File: config.mk
export PLATFORM = sky130hd
export DESIGN_NAME = lagpar_stage
export DESIGN_NICKNAME = d
export VERILOG_FILES = /design/src/rtl/lagpar_pkg.sv /design/src/rtl/lagpar_hold.sv /design/src/rtl/lagpar_stage.sv
export SDC_FILE = /design/constraint.sdc
export NUM_CORES = 1
export LEC_CHECK = 0
export CAP_MARGIN = 10
export CORE_ASPECT_RATIO = 1.1
export CORE_UTILIZATION = 36
export DETAILED_ROUTE_END_ITERATION = 6
export GPL_TIMING_DRIVEN = 0
export PLACE_DENSITY = 0.74
export SYNTH_ARGS = -nofsm -noshare
export SYNTH_HDL_FRONTEND = slang
export SYNTH_SLANG_ARGS = --single-unit
File: constraint.sdc
create_clock -name clk -period 1.9 [get_ports clk]
set_input_delay 0.19 -clock clk [delete_from_list [all_inputs] [get_ports clk]]
set_output_delay 0.19 -clock clk [all_outputs]
set_load 0.02 [all_outputs]
File: src/rtl/lagpar_pkg.sv
package lagpar_pkg;

    // Default geometry of the checker
    parameter int DFLT_DATA_W   = 25;
    parameter int DFLT_PAIR_W   = 14;
    parameter int DFLT_HOLD_CYC = 2;

    // Layout selection
    typedef enum logic {
        LAYOUT_SINGLE = 1'b0,
        LAYOUT_PAIR   = 1'b1
    } layout_e;

    // Per-stage result carried between stages and to the output mux
    typedef struct packed {
        logic mismatch;   // registered parity result (drives ppo)
        logic busy;       // error window active
    } stage_res_s;

    // Width of a counter that must hold values 0..n
    function automatic int cnt_bits(input int n);
        return (n < 2) ? 1 : $clog2(n + 1);
    endfunction

endpackage

File: src/rtl/lagpar_hold.sv
module lagpar_hold #(
    parameter int HOLD_CYC = lagpar_pkg::DFLT_HOLD_CYC
) (
    input  logic clk,
    input  logic rst,
    input  logic trig,
    output logic busy
);
    localparam int CW = lagpar_pkg::cnt_bits(HOLD_CYC);
    localparam logic [CW-1:0] RELOAD = CW'(HOLD_CYC);

    logic [CW-1:0] remain_q;

    always_ff @(posedge clk) begin
        if (rst) begin
            remain_q <= '0;
        end else if (trig) begin
            remain_q <= RELOAD;
        end else if (remain_q != '0) begin
            remain_q <= remain_q - 1'b1;
        end
    end

    assign busy = (remain_q != '0);

endmodule

File: src/rtl/lagpar_stage.sv
module lagpar_stage
    import lagpar_pkg::*;
#(
    parameter int DATA_W   = DFLT_DATA_W,
    parameter int HOLD_CYC = DFLT_HOLD_CYC
) (
    input  logic              clk,
    input  logic              rst,
    input  logic [DATA_W-1:0] mask,
    input  logic [DATA_W-1:0] word,
    input  logic              par,
    output stage_res_s        res
);
    logic [DATA_W-1:0] word_q;
    logic              odd_now;
    logic              mism_q;
    logic              busy;

    // Capture the word; the parity for it comes one edge later
    always_ff @(posedge clk) begin
        if (rst) begin
            word_q <= '0;
        end else begin
            word_q <= word & mask;
        end
    end

    assign odd_now = (^word_q) ^ par;

    always_ff @(posedge clk) begin
        if (rst) begin
            mism_q <= 1'b0;
        end else begin
            mism_q <= odd_now;
        end
    end

    lagpar_hold #(.HOLD_CYC(HOLD_CYC)) u_hold (
        .clk  (clk),
        .rst  (rst),
        .trig (odd_now),
        .busy (busy)
    );

    always_comb begin
        res.mismatch = mism_q;
        res.busy     = busy;
    end

endmodule

==> flow_summary_export.csv <==
group,metric,value,unit
floorplan,die_w,53.2,um
global_routing,grt_pass1_wl,3.15,mm
logic_synthesis,synth_cells,112,
worst_setup_path,worst_setup_path_end_kind,"output pin",
logic_synthesis,synth_area,1040,um2
worst_setup_path,path_class,"reg2out",
clocking,clock_latency,0.32,ns
drt,initialDrtViolationCount,5,
worst_setup_path,crit_family,"buffers and inverters",
floorplan,die_h,58.4,um
timing,tns,0,ns
cells_and_area,drive_gt1_share,4.73,%
timing,layout_setup_ws,0.108,ns
global_routing,grt_use_met1,10.1,%
timing,clock.fmax,0.558,GHz
drt,first_pass_iters,4,
drt,via_count,861,
clocking,cts_sinks,28,
place,hpwl,1.61,mm
timing,hold_viol,0,
global_routing,grt_pass1_vias,861,
place,gp_congestion,0.709,
power,powerDensity,849,nW/um2
floorplan,start_util,37.8,%
clocking,cts_buffer_depth,2,
global_routing,gr-usage-met2,30.0,%
timing,clock_skew,0.00316,ns
worst_setup_path,crit_chain,"or2_2, buf_4, clkdlybuf4s50_1",
clocking,cts_setup_buffers,0,
worst_setup_path,slowest_delay,0.52,ns
drt,drt-wirelength-per-cell,9.39,um
logic_synthesis,ys_seq_area_share,53.9,%
floorplan,row_count,20,
cells_and_area,multi_input_area,453,um2
clocking,cts_buffers,3,
clocking,cts_root_buffer,"clkbuf_4",
logic_synthesis,yosysUniqueCellTypes,12,
power,ir_worst_vdd,639,uV
logic_synthesis,synth-seq-cells,28,
run,cap_violations,0,
timing,setup_viol,0,
global_routing,grt_max_degree,17,
worst_setup_path,cp_slowest_cell,"clkdlybuf4s50_1",
drt,final_antenna_net_count,0,
floorplan,die_area,3110,um2
clocking,hold_buffers,0,
floorplan,pin_count,55,
logic_synthesis,yosys_warnings,0,
logic_synthesis,avgSynthCellArea,9.28,um2
timing,tightest_slew,0.437,ns
timing,fin_crit_sh,94.3,%
cells_and_area,synthToLayoutAreaGrowth,60.0,%
place,port_buffers,53,
global_routing,antenna_found_initial,0,
clocking,cts.clk_slew.worst_paths,0.14,ns
worst_setup_path,cp_data_required_time,1.71,ns
power,leakagePower,0.686,nW
worst_setup_path,crit_fanout,3,
timing,fin_crit,1.79,ns
global_routing,gr-usage-met3,2.84,%
drt,post-route-drc-count,0,
min_path,min_path_type,"in2reg",
clocking,cts_tree,"yes",
cells_and_area,fin_util,60.5,%
logic_synthesis,syn-num-nets,165,
status,outcome,"finished, final reports clean",
worst_setup_path,worstPathArrival,1.60,ns
place,pre_cts_slack,0.0344,ns
cells_and_area,final_nets,223,
worst_setup_path,crit_buf_inv,2,
global_routing,grt.busiest_layer,"met2",
timing,max_slew_margin,70.9,%
global_routing,gr-total-overflow,0,
cells_and_area,antenna_cells,0,
drt,via_per_inst,4.26,
worst_setup_path,startpoint_type,"register",
cells_and_area,seq_area,561,um2
cells_and_area,nFillCells,246,
drt,wirelength,1.90,mm
timing,rsz0062_at_grt,"false",
timing,slew_viol_final,0,
clocking,cts.repair.resized,0,
clocking,cts_max_level,1,
floorplan,core,2750,um2
global_routing,grt_usage,13.9,%
where the power goes:
part           internal (W)  total [W]  switching (W)
logic              0.000253   0.000380       0.000126
clock network      0.000213   0.000382       0.000169
registers          0.000632   0.000651      0.0000194
total               0.00110    0.00141       0.000315
final timing paths:
path,slack (ns),end,cells past startpoint,start
setup / recovery,0.11,res[0],3,u_hold.remain_q[1]
hold reg to reg,0.48,u_hold.remain_q[1],2,u_hold.remain_q[1]
setup reg to reg,0.32,u_hold.remain_q[0],5,word_q[22]
hold / removal,0.24,word_q[9],2,rst
state kept, by name (all words and copies together) (netlist names):
name and count:
u_hold.remain_q 2, mism_q 1, word_q 25
through the flow:
stage                     hold WS (ns)  instances  power (W)  cell area (um2)
after global placement           0.452        198    0.00103             1610
after floorplan                  0.304        112   0.000878             1040
after CTS                        0.234        202    0.00143             1660
after detailed placement         0.459        198    0.00105             1610
after global routing             0.247        202    0.00148             1660
final                            0.239        202    0.00141             1660
cells in the final DEF, fill, tap and decap left out, drive strengths merged:
| master | instances |
|---|---|
| dfxtp | 28 |
| or2 | 1 |
| clkdlybuf4s50 | 53 |
| buf | 2 |
| a21oi | 1 |
| xnor2 | 19 |
| and3 | 1 |
| nand2 | 26 |
| xnor3 | 2 |
| nor2 | 27 |
| xor2 | 2 |
| bufinv | 1 |
| clkbuf | 6 |
final cells by class:
cell class	instances	share of cell area, %
tap	33	2.48
buffer	5	1.58
clock inverter	1	1.80
timing repair buffer	53	31.9
clock buffer	3	1.35
multi-input combinational	79	27.2
sequential	28	33.7
cell families (layout without fill, tap and decap cells):
logic type / Yosys count / after routing / synth area share, %
AO/OA/AOI/OAI: 1 / 1 / 0.481
buffers and inverters: 5 / 62 / 2.53
XOR/XNOR: 23 / 23 / 22.7
flip-flops: 28 / 28 / 53.9
AND/OR/NAND/NOR: 55 / 55 / 20.3
synth_stat cells:
cell	count	share of area (%)
or2_2	1	0.60
xnor2_2	1	1.6
xnor3_1	2	4.3
clkbuf_1	3	1.1
a21oi_1	1	0.48
nand2_1	26	9.4
and3_1	1	0.60
nor2_1	27	9.7
xor2_1	2	1.7
xnor2_1	18	15
buf_4	2	1.4
dfxtp_1	28	54
worst reg2reg max path, cell delays in order, from the launching register on:
cell and delay (ns):
dfxtp_1 0.34, xnor2_1 0.18, xnor2_1 0.14, xnor3_1 0.43, xnor3_1 0.23, and3_1 0.18
routing by layer:
metal | part of all wire, % | wire [um]
met1 | 33 | 633
met2 | 60 | 1140
met3 | 4.1 | 77
met4 | 2.3 | 43
met5 | 0 | 0
Note: power is estimated with default switching activity, not from simulation.
